`src/rtl/gpio_pkg.sv`:
```
package gpio_pkg;

  typedef enum logic [1:0] {
    REG_LEVEL = 2'd0,
    REG_SET   = 2'd1,
    REG_CLEAR = 2'd2,
    REG_DIR   = 2'd3
  } gpio_reg_e;

  localparam int SYNC_STAGES = 2;

  // register bit index -> bus bit index under byte swapping
  function automatic int swap_index(input int reg_bit, input int width, input bit do_swap);
    int nbytes;
    nbytes = width / 8;
    if (do_swap) return (nbytes - 1 - reg_bit / 8) * 8 + reg_bit % 8;
    return reg_bit;
  endfunction

endpackage

```
`src/rtl/gpio_lane_map.sv`:
```
// Static permutation between the bus word and the line vector.
module gpio_lane_map #(
  parameter int W         = 32,
  parameter bit BIT_REV   = 1'b0,
  parameter bit BYTE_SWAP = 1'b0,
  parameter bit TO_LINES  = 1'b1
) (
  input  logic [W-1:0] src,
  output logic [W-1:0] dst
);
  import gpio_pkg::*;

  for (genvar i = 0; i < W; i++) begin : g_bit
    localparam int REG_BIT = BIT_REV ? (W - 1 - i) : i;
    localparam int BUS_BIT = swap_index(REG_BIT, W, BYTE_SWAP);
    if (TO_LINES) begin : g_in
      assign dst[i] = src[BUS_BIT];
    end else begin : g_out
      assign dst[BUS_BIT] = src[i];
    end
  end

endmodule

```
`src/rtl/gpio_sync.sv`:
```
// Multi-flop synchroniser for asynchronous pin levels.
module gpio_sync #(
  parameter int W      = 32,
  parameter int STAGES = 2
) (
  input  logic         clk,
  input  logic         rst,
  input  logic [W-1:0] async_in,
  output logic [W-1:0] sync_out
);
  logic [W-1:0] stage_q [STAGES];

  always_ff @(posedge clk) begin
    if (rst) begin
      for (int s = 0; s < STAGES; s++) stage_q[s] <= '0;
    end else begin
      stage_q[0] <= async_in;
      for (int s = 1; s < STAGES; s++) stage_q[s] <= stage_q[s-1];
    end
  end

  assign sync_out = stage_q[STAGES-1];

endmodule

```
`src/rtl/gpio_ctrl_regs.sv`:
```
// Output latch and drive-enable state, held in line order.
module gpio_ctrl_regs #(
  parameter int W            = 32,
  parameter bit DIR_IS_INPUT = 1'b0
) (
  input  logic         clk,
  input  logic         rst,
  input  logic         wr_level,
  input  logic         wr_set,
  input  logic         wr_clear,
  input  logic         wr_dir,
  input  logic [W-1:0] wr_lines,
  output logic [W-1:0] latch_q,
  output logic [W-1:0] oe_q
);
  logic [W-1:0] set_mask;
  logic [W-1:0] clr_mask;

  always_comb begin
    set_mask = wr_set   ? wr_lines : '0;
    clr_mask = wr_clear ? wr_lines : '0;
  end

  always_ff @(posedge clk) begin
    if (rst) begin
      latch_q <= '0;
      oe_q    <= '0;
    end else begin
      if (wr_level)
        latch_q <= wr_lines;
      else if (wr_set || wr_clear)
        latch_q <= (latch_q & ~clr_mask) | set_mask;   // set wins on overlap
      if (wr_dir)
        oe_q <= DIR_IS_INPUT ? ~wr_lines : wr_lines;
    end
  end

endmodule

```
`src/rtl/mmio_gpio.sv`:
```
module mmio_gpio
  import gpio_pkg::*;
#(
  parameter int W            = 32,
  parameter int ADDR_W       = 3,
  parameter bit DIR_IS_INPUT = 1'b0,
  parameter bit BIT_REV      = 1'b0,
  parameter bit BYTE_SWAP    = 1'b0
) (
  input  logic              clk,
  input  logic              rst,
  input  logic              wr_en,
  input  logic              rd_en,
  input  logic [ADDR_W-1:0] addr,
  input  logic [W-1:0]      wr_data,
  output logic [W-1:0]      rd_data,
  input  logic [W-1:0]      pins_in,
  output logic [W-1:0]      pins_out,
  output logic [W-1:0]      pins_oe
);
  localparam bit WIDTH_OK = (W == 8) || (W == 16) || (W == 32) || (W == 64);
  localparam bit SWAP_OK  = !BYTE_SWAP || (W == 16) || (W == 32);

  if (!WIDTH_OK) begin : g_bad_width
    $error("mmio_gpio: W must be 8, 16, 32 or 64");
  end
  if (!SWAP_OK) begin : g_bad_swap
    $error("mmio_gpio: byte swapping needs W of 16 or 32");
  end
  if (ADDR_W < 2) begin : g_bad_addr
    $error("mmio_gpio: ADDR_W must be at least 2");
  end

  // address decode
  logic      in_window;
  gpio_reg_e reg_sel;
  always_comb begin
    in_window = (addr >> 2) == '0;
    reg_sel   = gpio_reg_e'(addr[1:0]);
  end

  logic wr_level, wr_set, wr_clear, wr_dir;
  always_comb begin
    wr_level = wr_en && in_window && (reg_sel == REG_LEVEL);
    wr_set   = wr_en && in_window && (reg_sel == REG_SET);
    wr_clear = wr_en && in_window && (reg_sel == REG_CLEAR);
    wr_dir   = wr_en && in_window && (reg_sel == REG_DIR);
  end

  logic [W-1:0] wr_lines;
  gpio_lane_map #(.W(W), .BIT_REV(BIT_REV), .BYTE_SWAP(BYTE_SWAP), .TO_LINES(1'b1)) u_wr_map (
    .src (wr_data),
    .dst (wr_lines)
  );

  logic [W-1:0] latch_q, oe_q;
  gpio_ctrl_regs #(.W(W), .DIR_IS_INPUT(DIR_IS_INPUT)) u_regs (
    .clk      (clk),
    .rst      (rst),
    .wr_level (wr_level),
    .wr_set   (wr_set),
    .wr_clear (wr_clear),
    .wr_dir   (wr_dir),
    .wr_lines (wr_lines),
    .latch_q  (latch_q),
    .oe_q     (oe_q)
  );

  logic [W-1:0] pins_sync;
  gpio_sync #(.W(W), .STAGES(SYNC_STAGES)) u_sync (
    .clk      (clk),
    .rst      (rst),
    .async_in (pins_in),
    .sync_out (pins_sync)
  );

  // read selection in line order, mapped to the bus afterwards
  logic [W-1:0] rd_lines;
  always_comb begin
    rd_lines = '0;
    if (in_window) begin
      unique case (reg_sel)
        REG_LEVEL: rd_lines = (oe_q & latch_q) | (~oe_q & pins_sync);
        REG_SET:   rd_lines = latch_q;
        REG_CLEAR: rd_lines = '0;
        REG_DIR:   rd_lines = DIR_IS_INPUT ? ~oe_q : oe_q;
        default:   rd_lines = '0;
      endcase
    end
  end

  logic [W-1:0] rd_word;
  gpio_lane_map #(.W(W), .BIT_REV(BIT_REV), .BYTE_SWAP(BYTE_SWAP), .TO_LINES(1'b0)) u_rd_map (
    .src (rd_lines),
    .dst (rd_word)
  );

  logic [W-1:0] rd_q;
  always_ff @(posedge clk) begin
    if (rst)        rd_q <= '0;
    else if (rd_en) rd_q <= rd_word;
    else            rd_q <= '0;
  end

  assign rd_data  = rd_q;
  assign pins_out = latch_q;
  assign pins_oe  = oe_q;

endmodule

```
`config.mk`:
```
export PLATFORM = sky130hd
export DESIGN_NAME = mmio_gpio
export DESIGN_NICKNAME = d
export VERILOG_FILES = /design/src/rtl/gpio_pkg.sv /design/src/rtl/gpio_lane_map.sv /design/src/rtl/gpio_sync.sv /design/src/rtl/gpio_ctrl_regs.sv /design/src/rtl/mmio_gpio.sv
export SDC_FILE = /design/constraint.sdc
export NUM_CORES = 1
export LEC_CHECK = 0
export BUFFER_PORTS_ARGS = -buffer_cell sky130_fd_sc_hd__buf_2
export CAP_MARGIN = 20
export CORE_MARGIN = 10
export CORE_UTILIZATION = 35
export DETAILED_ROUTE_END_ITERATION = 7
export PLACE_DENSITY_LB_ADDON = 0.12
export SLEW_MARGIN = 20
export SYNTH_ARGS = -nofsm -noshare
export SYNTH_HDL_FRONTEND = slang
export SYNTH_SLANG_ARGS = --single-unit
export TNS_END_PERCENT = 5
```
`constraint.sdc`:
```
create_clock -name clk -period 1.38 [get_ports clk]
set_input_delay 0.138 -clock clk [delete_from_list [all_inputs] [get_ports clk]]
set_output_delay 0.138 -clock clk [all_outputs]
set_load 0.005 [all_outputs]
```
==> flow_summary.ini, run 1 <==
[floorplanning]
initial_core_util_pct = 35.6
chipWidth_um = 147
dieArea_mm2 = 0.0217
row_count = 46
core_mm2 = 0.0159
die_y_um = 147
io_pins = 167

[finish]
fin_nets = 862
fillCellCount = 1527
antennaDiodeCount = 0
syn_to_final_growth_pct = 40.1
drive_gt1_share_pct = 27.4
fin_cells = 1020
postLayoutCoreUtil_pct = 49.9

[setup_path]
crit_fanout = 5
crit_required_ns = 1.24
crit_type = reg2out
worst-path-buf-inv = 1
critPathMaxStageDelay_ns = 0.42
crit_chain = buf_2
slowest_stage = dfxtp_1
worst-endpoint-arrival_ns = 0.99
path_delay_family = flip-flops
startpoint_type = flop
endpoint_kind = output pin

[yosys]
syn-cell-area_mm2 = 0.00566
avgSynthCellArea_um2 = 9.95
yosysUniqueCellTypes = 26
ys_warn_count = 0
ys_ff_latch = 160
syn_inst = 569
ys_seq_area_share_pct = 56.6
synth_nets = 640

[sta]
setup_ws_ns = 0.251
setup_tns_ns = 0
fin_crit_ns = 1.13
min_period_over_period_pct = 81.8
finalHoldViolCount = 0
max-slew-margin-rel_pct = 62.6
worst_pin_slew_ns = 0.561
setup_viol_count_final = 0
rsz0062_at_grt = false
clock.fmax_ghz = 0.886
maxSlewViolCount = 0
skew_ns = 0.00785

[detailed_routing]
drtPass1Iterations = 5
viasPerCell = 4.88
drc_errors = 0
drtIter0Drc = 344
routed_wl_um = 17500
vias = 4977
avgRoutedWirePerCell_um = 17.1
antenna_left = 0

[pwr]
p_leak_nw = 3.19
p_sw_share_pct = 22.3
p_per_area_mw_per_mm2 = 1290
power_frac_seq_pct = 47.2
power.share.clock_pct = 45.0
max-vdd-ir-drop_v = 0.000862
power_w = 0.0102
comb_power_share_pct = 7.7
p_int_w = 0.00796
p_sw_w = 0.00228

[placed_design]
gp_congestion = 0.731
post-place-ws_ns = 0.116
io_buffers = 166
hpwlAfterDp_um = 11800
dpl.cell_count = 924

[clock_tree]
cts.sinks = 160
cts_tree = built
htree_levels = 4
numCtsBuffers = 17
clock_latency_ns = 0.41
clockBufferDepth = 2
cts-root-buf = clkbuf_16
post-cts-setup-buffer-count = 0
cts_resized = 0
path_clk_slew_ns = 0.06

[min_path]
hp-class = in2reg

[outcome]
status = completed

[global_route]
first_global_vias = 5228
grt_max_degree = 53
track_usage_pct = 16.1
antenna_found_initial = 0
grt_first_pass_wirelength_um = 27900
grt_overflow = 0

[run]
drv_cap = 0
[kinds of logic (layout without fill, tap and decap cells)]
family          Yosys count  in the layout  synth area share (%)
buf+inv                  49            284                  5.17
compound gates          161            161                  19.2
flops                   160            160                  56.6
simple gates            199            199                  19.1
[power by group through the flow]
stage / Combinational [W] / Sequential, W / Clock (W)
after floorplan: 0.000338 / 0.00493 / 0
after global placement: 0.000647 / 0.00493 / 0
after detailed placement: 0.000661 / 0.00494 / 0
after CTS: 0.000805 / 0.00484 / 0.00474
after global routing: 0.000878 / 0.00485 / 0.00494
final: 0.000793 / 0.00484 / 0.00461
[registers in the layout, indices dropped and copies added, names as in the netlist]
register / cells
rd_data: 32
u_regs.latch_q: 32
u_regs.oe_q: 32
u_sync.stage_q: 64
[cell usage in the layout, fill, tap and decap left out, types with 3 or more instances in the layout]
master and count:
a32oi_1 6, a31oi_1 25, clkbuf_8 3, dfxtp_1 160
buf_12 6, clkinv_2 5, o211ai_1 25, a21oi_1 39
nand2_1 90, buf_2 165, o21ai_1 30, nor2b_1 64
clkbuf_16 17, a32o_1 32, o21ai_0 3, nand3b_1 32
dlygate4sd3_1 64, buf_4 15, nor2_1 7
[cells in the mapped netlist]
cell         n  area share, %
buf_1        2           0.13
and2_1       1           0.11
nor2b_1     64            7.1
a32o_1      32            5.7
o211ai_1    25            3.3
nand2_1     90            6.0
o21ai_1     30            2.7
nand4b_1     1           0.15
nor4b_4      1           0.42
clkbuf_1    18            1.2
buf_4        5           0.66
inv_1        1          0.066
a2bb2oi_1    1           0.15
a31oi_1     25            2.8
a21oi_1     39            3.4
a32oi_1      6           0.93
buf_6       10            2.0
nor3b_4      1           0.33
buf_2       12            1.1
nor2_2       1           0.11
dfxtp_1    160             57
inv_2        1          0.066
nand3b_1    32            4.2
and4b_1      1           0.18
nor2_1       7           0.46
o21ai_0      3           0.27
[what timing repair did]
| action | CTS | global route |
|---|---|---|
| hold buffers | 64 | 0 |
| endpoints found under the setup margin | 0 | 0 |
| hold endpoints to repair | 96 | 0 |
[final timing paths]
kind,slack (ns),depth (start not counted),endpoint,start
worst max register to register,0.42,3,rd_data[4],u_regs.oe_q[4]
worst min register to register,0.43,1,u_sync.stage_q[0][39],u_sync.stage_q[0][7]
worst max-delay path,0.25,1,pins_oe[1],u_regs.oe_q[1]
worst min-delay path,0.21,4,rd_data[17],rd_en
[area by class of cell]
class,count,area [um^2],share of cell area (%)
flip-flops and latches,160,3200,40.4
well taps,216,270,3.41
multi-input cells,360,2160,27.3
clock buffers,22,474,5.98
inverters,2,7.51,0.0947
clock inverters,10,109,1.37
repair buffers,250,1700,21.4
[layer usage]
metal	routed length [um]	track usage, %
met3	1080	5.93
met4	108	3.82
met1	7600	19.3
met5	0	0
met2	8680	26.7
[per-stage QoR]
step / area (um^2) / hold slack [ns]
2_1_floorplan: 5660 / 0.264
3_3_place_gp: 6700 / 0.345
3_5_place_dp: 6700 / 0.351
4_1_cts: 7930 / 0.184
5_1_grt: 7930 / 0.191
6_report: 7930 / 0.206
Note: power is estimated with default switching activity, not from simulation.
==> run 2: changes to the inputs <==
clock period = 1.05 ns   (was 1.38 ns; I/O delays follow)
==> run 2 against run 1 <==
  * Register-to-register slack worse by 0.26 ns
  * Sequential power is 31% higher
  * Critical path type unchanged
  * Cell area increased by 1.9%
  * Via count is 1.1% higher
  * Worst hold slack got worse by 0.063 ns
  * Critical endpoint is now pins_oe[4]
  * Combinational power grew 39%
  * Sequential share of layout area rose by 0.46 points
  * Worst setup slack got worse by 0.22 ns
  * Die area did not move
  * Final cell count up 0.78%
  * Global-route usage grew 0.53 points
  * Wire length up 3.8%
==> flow_summary.ini, run 2 (synthesized netlist as in run 1, its figures left out) <==
[outcome]
status = completed

[min_path]
min_to = u_regs.oe_q[3]
hold_start = rst
hold_depth = 3
hp-class = in2reg

[clock_tree]
clock_latency_ns = 0.42
cts.sinks = 160
clockBufferDepth = 2
cts-root-buf = clkbuf_16
htree_levels = 4
cts_tree = built
numCtsBuffers = 17
path_clk_slew_ns = 0.06

[setup_path]
slowest_stage = dfxtp_4
crit_chain = buf_2
path_delay_family = flip-flops
r2r_cells = 3
crit_type = reg2out
endpoint_kind = output pin
r2r-start = u_regs.oe_q[4]
crit_fanout = 5
startpoint_type = flop
worst-path-buf-inv = 1
r2r_end = rd_data[4]
rrSetupSlack_ns = 0.16
worst-endpoint-arrival_ns = 0.91
critPathMaxStageDelay_ns = 0.37
crit_required_ns = 0.94

[sta]
rsz0062_at_grt = false
max-slew-margin-rel_pct = 78.9
maxSlewViolCount = 0
fin_crit_ns = 1.01
worst_pin_slew_ns = 0.316
setup_viol_count_final = 0
clock.fmax_ghz = 0.986
min_period_over_period_pct = 96.6
skew_ns = 0.00608
setup_tns_ns = 0
finalHoldViolCount = 0

[placed_design]
dpl.cell_count = 933
gp_congestion = 0.783
hpwlAfterDp_um = 12300
io_buffers = 166

[finish]
fillCellCount = 1462
fin_nets = 872
fin_cells = 1028
final_common_cell = buf_2
final_cell_mix = 164 x buf_2, 98 x dfxtp_1, 90 x nand2_1
postLayoutCoreUtil_pct = 50.9
drive_gt1_share_pct = 35.5
largest_reg_flops = 64
syn_to_final_growth_pct = 42.7
regMostFlops = u_sync.stage_q

[floorplanning]
chipWidth_um = 147
initial_core_util_pct = 35.6
die_y_um = 147
dieArea_mm2 = 0.0217
row_count = 46
io_pins = 167
core_mm2 = 0.0159

[detailed_routing]
drtPass1Iterations = 4
viasPerCell = 4.89
drc_errors = 0
vias = 5031
antenna_left = 0
drtIter0Drc = 342
avgRoutedWirePerCell_um = 17.6
routed_wl_um = 18100

[pwr]
p_per_area_mw_per_mm2 = 1630
max-vdd-ir-drop_v = 0.00110
p_leak_nw = 3.27

[global_route]
grt_overflow = 0
first_global_vias = 5259
grt_first_pass_wirelength_um = 28900
antenna_found_initial = 0
grt_max_degree = 57
track_usage_pct = 16.6

[run]
drv_cap = 0
[run 2: tightest hold or removal path, delay by kind of cell]
kind	cells	cell delay, ns
AO/OA/AOI/OAI	1	0.05
buffers and inverters	2	0.35
[run 2: area by class of cell]
cell class,instances,area (um^2),share of cell area (%)
multi-input cells,360,2160,26.8
clock buffers,22,474,5.87
inverters,2,7.51,0.0929
well taps,216,270,3.35
clock inverters,7,62.6,0.774
repair buffers,260,1800,22.2
flip-flops and latches,160,3300,40.9
diodes,1,2.50,0.0310
[run 2: power breakdown]
group          leakage, nW  switching [W]  internal (W)
logic                 1.66       0.000547      0.000555
registers             1.34      0.0000985       0.00626
clock network        0.267        0.00229       0.00339
total                 3.27        0.00293        0.0102
[run 2: how the worst max path moves through the flow]
stage | startpoint | endpoint | slack (ns) | cells after the start
global route | u_regs.oe_q[4] | pins_oe[4] | 0.0005 | 1
floorplan | addr[0] | u_regs.latch_q[10] | 0.003 | 5
finish | u_regs.oe_q[4] | pins_oe[4] | 0.04 | 1
global placement | addr[0] | u_regs.latch_q[14] | -0.1 | 5
detailed placement | addr[0] | u_regs.latch_q[7] | -0.14 | 5
CTS | u_regs.latch_q[8] | pins_out[8] | 0.0001 | 1
[run 2: repair_timing]
item | 4_1_cts | 5_1_grt
setup buffers | 0 | 0
hold endpoints to repair | 97 | 0
pin swaps | 0 | 0
hold buffers | 65 | 0
setup endpoints to repair | 46 | 25
resized for setup | 46 | 25
[run 2: layer usage]
layer  global-route usage (%)  vias up  wire (um)
met2                     26.7      141       8620
met5                        0        -          0
met4                     5.55        0        223
met3                     5.93       18       1260
met1                     20.1     2392       8030
li1                         -     2480          -
[run 2: stage by stage]
| stage | cell area [um^2] | hold WS (ns) | setup WS [ns] | total power (W) |
|---|---|---|---|---|
| 2_1_floorplan | 5660 | 0.231 | 0.00297 | 0.00692 |
| 6_report | 8080 | 0.143 | 0.0359 | 0.0131 |
| 5_1_grt | 8080 | 0.155 | 0.000463 | 0.0137 |
| 3_5_place_dp | 6780 | 0.317 | -0.138 | 0.00740 |
| 4_1_cts | 8030 | 0.129 | 0.000128 | 0.0133 |
| 3_3_place_gp | 6780 | 0.313 | -0.0987 | 0.00738 |
